<file path="src/rtl/cfg_port_dev.sv">
module cfg_port_dev #(
  parameter int          NUM_ENTRIES = 8,
  parameter int          DEPTH       = 16,
  parameter int          BANK_BIT    = 15,
  parameter int          WCH_BIT     = 14,
  parameter logic [31:0] SIGNATURE   = 32'h43464744,
  localparam int         IDX_W       = $clog2(NUM_ENTRIES),
  localparam int         AW          = $clog2(DEPTH)
) (
  input  logic             clk,
  input  logic             rst_n,
  input  logic             sel_we,
  input  logic [15:0]      sel_wdata,
  input  logic             dat_re,
  input  logic             dat_we,
  input  logic [7:0]       dat_wdata,
  output logic [7:0]       dat_rdata,
  input  logic             pre_we,
  input  logic             pre_len_we,
  input  logic             pre_bank,
  input  logic [IDX_W-1:0] pre_idx,
  input  logic [AW-1:0]    pre_addr,
  input  logic [7:0]       pre_data,
  input  logic [15:0]      pre_len,
  output logic             done_pulse,
  output logic             done_bank,
  output logic [IDX_W-1:0] done_idx
);
  localparam int NSLOT = 2 * NUM_ENTRIES;
  localparam int NBYTE = NSLOT * DEPTH;
  localparam int SW    = $clog2(NSLOT);
  localparam int NBW   = $clog2(NBYTE);
  localparam logic [WCH_BIT-1:0] NUM_E = WCH_BIT'(NUM_ENTRIES);
  localparam logic [15:0]        DEPTH_L = 16'(DEPTH);

  logic             bank_q, wch_q, valid_q;
  logic [IDX_W-1:0] idx_q;
  logic [15:0]      off_q;
  logic [15:0]      len_q [NSLOT];
  logic [7:0]       mem_q [NBYTE];

  logic [SW-1:0]  cur_slot, pre_slot;
  logic [NBW-1:0] cur_addr, pre_lin;
  logic [15:0]    raw_len, cur_len;
  logic           rd_ok, wr_go, last, pre_ok;

  assign cur_slot = SW'(idx_q) + (bank_q ? SW'(NUM_ENTRIES) : SW'(0));
  assign pre_slot = SW'(pre_idx) + (pre_bank ? SW'(NUM_ENTRIES) : SW'(0));
  assign cur_addr = NBW'(cur_slot) * NBW'(DEPTH) + NBW'(off_q[AW-1:0]);
  assign pre_lin  = NBW'(pre_slot) * NBW'(DEPTH) + NBW'(pre_addr);
  assign pre_ok   = 32'(pre_idx) < NUM_ENTRIES;

  assign raw_len = len_q[cur_slot];
  assign cur_len = !valid_q ? 16'd0 : (raw_len > DEPTH_L ? DEPTH_L : raw_len);
  assign rd_ok   = off_q < cur_len;
  assign wr_go   = dat_we && !sel_we && !dat_re && wch_q && rd_ok;
  assign last    = wr_go && (off_q + 16'd1 == cur_len);

  always_ff @(posedge clk) begin
    if (!rst_n) begin
      bank_q     <= 1'b0;
      wch_q      <= 1'b0;
      idx_q      <= '0;
      valid_q    <= 1'b1;
      off_q      <= '0;
      dat_rdata  <= '0;
      done_pulse <= 1'b0;
      done_bank  <= 1'b0;
      done_idx   <= '0;
    end else begin
      done_pulse <= last;
      if (last) begin
        done_bank <= bank_q;
        done_idx  <= idx_q;
      end
      if (sel_we) begin
        bank_q  <= sel_wdata[BANK_BIT];
        wch_q   <= sel_wdata[WCH_BIT];
        idx_q   <= sel_wdata[IDX_W-1:0];
        valid_q <= sel_wdata[WCH_BIT-1:0] < NUM_E;
        off_q   <= '0;
      end else if (dat_re) begin
        dat_rdata <= rd_ok ? mem_q[cur_addr] : 8'h00;
        if (rd_ok) off_q <= off_q + 16'd1;
      end else if (wr_go) begin
        off_q <= last ? 16'd0 : off_q + 16'd1;
      end
    end
  end

  always_ff @(posedge clk) begin
    if (!rst_n) begin
      for (int i = 0; i < NBYTE; i++)
        mem_q[i] <= (i < 4) ? SIGNATURE[31-8*i -: 8] : 8'h00;
      for (int s = 0; s < NSLOT; s++)
        len_q[s] <= (s == 0) ? 16'd4 : 16'd0;
    end else begin
      if (pre_we && pre_ok)
        mem_q[pre_lin] <= pre_data;
      else if (wr_go)
        mem_q[cur_addr] <= dat_wdata;
      if (pre_len_we && pre_ok)
        len_q[pre_slot] <= pre_len;
    end
  end


  sel_clr_chk: assert property (@(posedge clk) disable iff (!rst_n)
    sel_we |=> off_q == 16'd0);


  done_rewind_chk: assert property (@(posedge clk) disable iff (!rst_n)
    done_pulse |-> (off_q == 16'd0) && $past(dat_we));


  rd_hold_chk: assert property (@(posedge clk) disable iff (!rst_n)
    (dat_re && !sel_we && !rd_ok) |=> $stable(off_q));


  inv_zero_chk: assert property (@(posedge clk) disable iff (!rst_n)
    (dat_re && !sel_we && !valid_q) |=> dat_rdata == 8'h00);


  one_acc_chk: assert property (@(posedge clk) disable iff (!rst_n)
    $onehot0({sel_we, dat_re, dat_we, pre_we, pre_len_we}));


  rdata_hold_chk: assert property (@(posedge clk) disable iff (!rst_n)
    !dat_re |=> $stable(dat_rdata));
endmodule

</file>
<file path="config.mk">
export PLATFORM = sky130hd
export DESIGN_NAME = cfg_port_dev
export DESIGN_NICKNAME = d
export VERILOG_FILES = /design/src/rtl/cfg_port_dev.sv
export SDC_FILE = /design/constraint.sdc
export NUM_CORES = 2
export LEC_CHECK = 0
export BUFFER_PORTS_ARGS = -buffer_cell sky130_fd_sc_hd__buf_2
export CAP_MARGIN = 0
export CORE_MARGIN = 3
export CORE_UTILIZATION = 45
export CTS_CLUSTER_DIAMETER = 60
export DETAILED_ROUTE_END_ITERATION = 8
export GPL_TIMING_DRIVEN = 1
export PLACE_DENSITY = 0.64
export SYNTH_ARGS = -nofsm -noshare
export SYNTH_HDL_FRONTEND = slang
export SYNTH_SLANG_ARGS = --single-unit
</file>
<file path="constraint.sdc">
create_clock -name clk -period 7.4 [get_ports clk]
set_clock_uncertainty 0.05 [all_clocks]
set_input_delay 0.74 -clock clk [delete_from_list [all_inputs] [get_ports clk]]
set_output_delay 0.74 -clock clk [all_outputs]
set_load 0.03 [all_outputs]
</file>
== Word level (Yosys, flattened, before mapping) ==
Memory sizes are Yosys's and may differ from the RTL's.
Cells that the tools add are included.

* Latch bits: 0
* Memory bits (read-only): 0
* Flip-flop bits (word level): 35
* RAM bits: 2,304
* Memories: 2
* Logic and storage cells: 66
* Bits of input ports: 63

* Equality and inequality tests: 2
* Bitwise logic cells: 2
* Div/mod/pow operators: 0
* $add $sub $neg: 5
* Shift-type cells: 0
* Mux-type cells: 29
* Multiply operators: 0
* Reductions and logical operators: 14
* Magnitude comparators: 3

{| class="wikitable"
|+ Memories
! memory !! depth !! bits a word !! rd ports !! clocked after memory_dff !! write ports !! RTL line !! source
|-
| mem_q || 256 || 8 || 1 || 0 || 256 || 40 || <nowiki>logic [7:0] mem_q [NBYTE];</nowiki>
|-
| len_q || 16 || 16 || 1 || 0 || 16 || 39 || <nowiki>logic [15:0] len_q [NSLOT];</nowiki>
|}

{| class="wikitable"
|+ Operator list
! operator !! number
|-
| 16-bit two-way mux || 7
|-
| 8-bit two-way mux || 5
|-
| 16-bit by 1-bit adder with 16-bit output (second input constant) || 1
|-
| 8-bit by 4-bit adder with 8-bit output || 2
|-
| 16-bit equality test || 1
|-
| 16-bit by 5-bit greater-than comparator with 1-bit output (second input constant) || 1
|-
| 16-bit less-than comparator || 1
|-
| 16-bit OR reduction || 1
|-
| 8-bit OR reduction || 2
|-
| 14-bit by 4-bit less-than comparator with 1-bit output (second input constant) || 1
|-
| 1-bit two-way mux || 14
|-
| 4-bit two-way mux || 3
|-
| 3-bit by 4-bit adder with 4-bit output || 2
|-
| 1-bit logical AND || 5
|-
| 2-bit AND reduction || 2
|-
| 1-bit zero test || 2
|-
| 2-bit by 1-bit inequality test with 1-bit output (second input constant) || 1
|-
| 1-bit inverter || 2
|-
| 2-bit nonzero test || 1
|-
| 2-bit OR reduction || 1
|}

== Longest topological paths before layout ==
An unclocked memory read counts as a cell.

* Depth in word-level cells: 14
* Gate-level depth with buffers: 26
* Gate-level depth less buffers: 18

== Worst setup path after synthesis ==
OpenSTA, ideal clock, no wires.

* Path type: reg2reg
* Start: register idx_q[0]
* End: memory mem_q[92][0], enable pin
* Path buffers: 5
* Required time: 6.966 ns
* Cell stages (with the launch flop): 21
* Period minus slack after synthesis: 5.640 ns
* Arrival: 5.206 ns
* Library setup time: 0.384 ns
* Setup slack: 1.760 ns
* Path through: dfxtp_1 > buf_6 > buf_2 > mux4_2 > mux4_2 > o41ai_1 > and3_1 > nand2_1 > ha_1 > nor2b_1 > o21a_1 > o21ai_0 > a21oi_1 > o21ai_1 > nand3_1 > buf_2 > buf_2 > o41ai_2 > nand2_1 > clkbuf_1 > o21ai_0

{| class="wikitable"
|+ RTL lines
! element !! RTL line !! source
|-
| start: declaration || 37 || <nowiki>logic [IDX_W-1:0] idx_q;</nowiki>
|-
| start signal: assignment || 79 || <nowiki>idx_q <= sel_wdata[IDX_W-1:0];</nowiki>
|-
| end: declaration || 40 ||
|}

==> flow_metrics.py <==
metrics = {
    "worst_setup_path": {
        "criticalPathCategory": "register to register",
        "cp_startpoint_kind": "register",
        "timing.critical_path.max_delay_family": "simple AND/OR/NAND/NOR gates",
        "setup.worst_path.end_class": "register",
        "critical_path.slowest_cell": "dfxtp_4",
        "critical_path_buf_inv_count": 3,
        "worst_path_cell_trace": "inv_2, o311a_1, o31ai_1, o2111ai_1, nor4_4, and3_1, nand2_1, ha_1, nor2b_1, o21a_1, o21ai_0, a21oi_1, o21ai_1, nand3_4, buf_4, mux2i_1, nor3_2, buf_4, nand3_1, nand2_1",
        "path_max_fanout": 35,
        "critical_path_arrival_ns": 7.45,
        "timing.critical_path.slowest_cell_delay_ns": 0.68,
        "cp_data_required_time_ns": 7.90,
    },
    "yosys": {
        "ys_ff_latch": 2339,
        "synth-edff-count": 2304,
        "ys.flop_type": "edfxtp_1",
        "asyncSetResetFlopFracSynth_pct": 0,
        "yosysWarnings": 0,
        "synth.lib_cells_used.distinct": 74,
        "sequential_cell_area_fraction_in_the_yosys_report_pct": 67.59,
        "post_synth.cell_area_avg_sq_um": 14.60,
        "synth.cell_area_sq_um": 103400,
        "synthCells": 7080,
    },
    "floorplanning": {
        "placement_rows": 175,
        "die_w_um": 485.3,
        "floorplan.die_area_sq_um": 235600,
        "standard_cell_core_area_sq_um": 227900,
        "floorplan.die.height_um": 485.3,
        "top_level_ports": 76,
        "initial_core_util_pct": 45.36,
    },
    "run": {
        "timing.max_cap.violations": 0,
    },
    "timing": {
        "setup_viol_count_final": 0,
        "whs_ns": 0.08014,
        "report.final.hold_viol_count": 0,
        "peak_clock_frequency_supported_by_timing_mhz": 144.0,
        "fin_tns_setup_ns": 0,
        "actual_transition_at_the_worst_max_transition_pin_ns": 1.303,
        "final_count_of_pins_violating_max_slew": 0,
        "grt_setup_unrepaired": "no",
        "relSlewSlack_pct": 12.83,
        "post_route_clock_period_utilization_pct": 93.84,
        "finalCriticalPeriod_ns": 6.944,
    },
    "pwr": {
        "p_per_cell_area_nw_per_um2": 245.2,
        "static-leakage-power_nw": 39.79,
        "ir_drop_v": 0.0002523,
    },
    "cts": {
        "insertion_delay_ns": 0.89,
        "num_clock_sinks": 2339,
        "hold_buffers": 0,
        "clk_pin_slew_worst_paths_ns": 0.06,
        "cts_made_buffers": 230,
        "cts_tree": "done",
        "htree_num_levels": 4,
        "ctsLongestPathBuffers": 3,
        "clock_root_buffer_master": "clkbuf_16",
    },
    "grt": {
        "gr-total-overflow": 0,
        "first_global_vias": 62250,
        "grtUsageTotal_pct": 25.18,
        "pin_count_of_the_biggest_net_entering_global_routing": 131,
        "initial_antenna_violation_count": 19,
        "grt_first_pass_wirelength_um": 434800,
    },
    "final_layout": {
        "drive_above_1_share_pct": 20.13,
        "finish.net_count": 7228,
        "area.growth.synth_to_final_pct": 12.13,
        "final_core_utilization_pct": 50.86,
        "post_layout_nonfiller_instances": 10370,
        "nFillCells": 18590,
    },
    "detailed_routing": {
        "met2RoutedLength_um": 140600,
        "drt-initial-drc-count": 8212,
        "remaining_drc_errors": 0,
        "topRoutingLayerUsed": "met5",
        "via_count": 62880,
        "wl_met1_um": 112400,
        "drt-vias-per-instance": 6.066,
        "met3_length_um": 31750,
        "routed_wire_length_per_instance_um": 28.68,
        "firstDrtPassIters": 8,
        "postRouteAntennaNets": 0,
        "finalWirelength_um": 297300,
    },
    "worst_hold_path": {
        "timing.hold.worst.class": "primary input to register",
    },
    "placement": {
        "dp.cells": 9924,
        "finalWeightedCongestion": 0.8818,
        "detailed_place_hpwl_um": 191300,
        "portBuffers": 75,
    },
    "outcome": {
        "status": "finished, final reports clean",
    },
}
synthesized netlist by cell type, drive strengths merged, types with 11 or more instances:
| cell | number | area (sq um) |
|---|---|---|
| nor2 | 2093 | 7856 |
| a211oi | 15 | 117.6 |
| and2 | 266 | 1664 |
| buf | 137 | 689.4 |
| mux4 | 702 | 15810 |
| clkbuf | 424 | 1592 |
| dfxtp | 35 | 700.7 |
| a21oi | 37 | 185.2 |
| edfxtp | 2304 | 69190 |
| nand3 | 206 | 1031 |
| o21ai | 93 | 465.5 |
| mux2i | 36 | 360.4 |
| nand2 | 457 | 1715 |
| nor3 | 57 | 285.3 |
| nand4 | 11 | 68.82 |
| ha | 17 | 212.7 |
| or3 | 17 | 106.4 |
| mux2 | 12 | 135.1 |
| nor2b | 25 | 156.4 |
| nor4 | 17 | 121.4 |
placed cells by master (no fill, tap or decap), drive strengths merged, types with 9 or more instances in the layout:
cell type	instances
mux2i	36
nor4	17
dfxtp	35
nand4	11
nor2b	25
ha	17
nand3	206
clkbuf	283
nand2	457
o21ai	93
bufinv	19
and2	266
diode	15
conb	11
xor2	9
mux4	702
buf	387
nor3	57
a21oi	37
and3	9
or3	17
a211oi	15
mux2	12
clkinv	101
inv	24
edfxtp	2304
nor2	2093
per-layer routing:
metal,vias to the layer above,track usage [%]
li1,26380,-
met1,32380,34.82
met2,3574,39.83
met3,547,4.934
met4,6,9.493
met5,-,0
cell families after synthesis:
family	Yosys count	synth area share (%)
flops	2339	67.59
buf+inv	569	2.235
mux	750	15.77
simple gates	3192	12.90
xor+xnor	16	0.1355
other cells	1	0.003627
fa+ha+maj	17	0.2057
compound gates	196	1.157
flip-flops by register name (all words and copies together), names as in the netlist:
| register | cells |
|---|---|
| off_q | 16 |
| done_pulse | 1 |
| dat_rdata | 8 |
| wch_q | 1 |
| done_bank | 1 |
| done_idx | 3 |
| mem_q | 2048 |
| idx_q | 3 |
| len_q | 256 |
| valid_q | 1 |
| bank_q | 1 |
area by class of cell:
class                      instances  area [sq um]  share of cell area, %
antenna                           15         37.54                0.03238
clock buffer                     283          5964                  5.145
clock inverter                   143          1391                  1.200
inverter                           8         30.03                0.02590
multi-input combinational       4182         31510                  27.18
sequential                      2339         69910                  60.30
tap                             3009          3765                  3.247
timing repair buffer             387          3328                  2.871
worst paths after layout:
check / from / end / slack, ns / depth (start not counted)
min reg2reg: wch_q / wch_q / 0.47 / 2
min: sel_wdata[14] / wch_q / 0.08 / 3
max: idx_q[1] / mem_q[212][7] / 0.46 / 20
max reg2reg: idx_q[1] / mem_q[212][7] / 0.46 / 20
worst reg2reg max path: stages (launching register included):
cell       delay [ns]
dfxtp_4          0.68
inv_2            0.27
o311a_1          0.42
o31ai_1          0.52
o2111ai_1        0.25
nor4_4           0.49
and3_1           0.31
nand2_1          0.09
ha_1             0.27
nor2b_1          0.13
o21a_1           0.16
o21ai_0          0.16
a21oi_1          0.11
o21ai_1          0.26
nand3_4          0.40
buf_4            0.37
mux2i_1          0.18
nor3_2           0.22
buf_4            0.42
nand3_1          0.44
nand2_1          0.44
report_power, final:
| part | switching [mW] | internal [mW] | total (mW) |
|---|---|---|---|
| clock network | 5.16 | 6.41 | 11.6 |
| logic | 1.21 | 0.579 | 1.79 |
| registers | 0.153 | 14.9 | 15.1 |
repair_timing:
action | CTS | global route
setup endpoints to repair | 0 | 118
gates resized for setup | 0 | 1
setup buffers | 0 | 1
metrics by stage:
stage / area, sq um / setup slack, ns / total power [mW]
after floorplan: 103400 / 1.760 / 16.30
after global placement: 108500 / 0.2535 / 17.09
after detailed placement: 108500 / 0.3185 / 17.12
after CTS: 115900 / 0.3010 / 28.53
after global routing: 115900 / 0.08191 / 29.16
final: 115900 / 0.4560 / 28.43
Note: power is estimated with default switching activity, not from simulation.
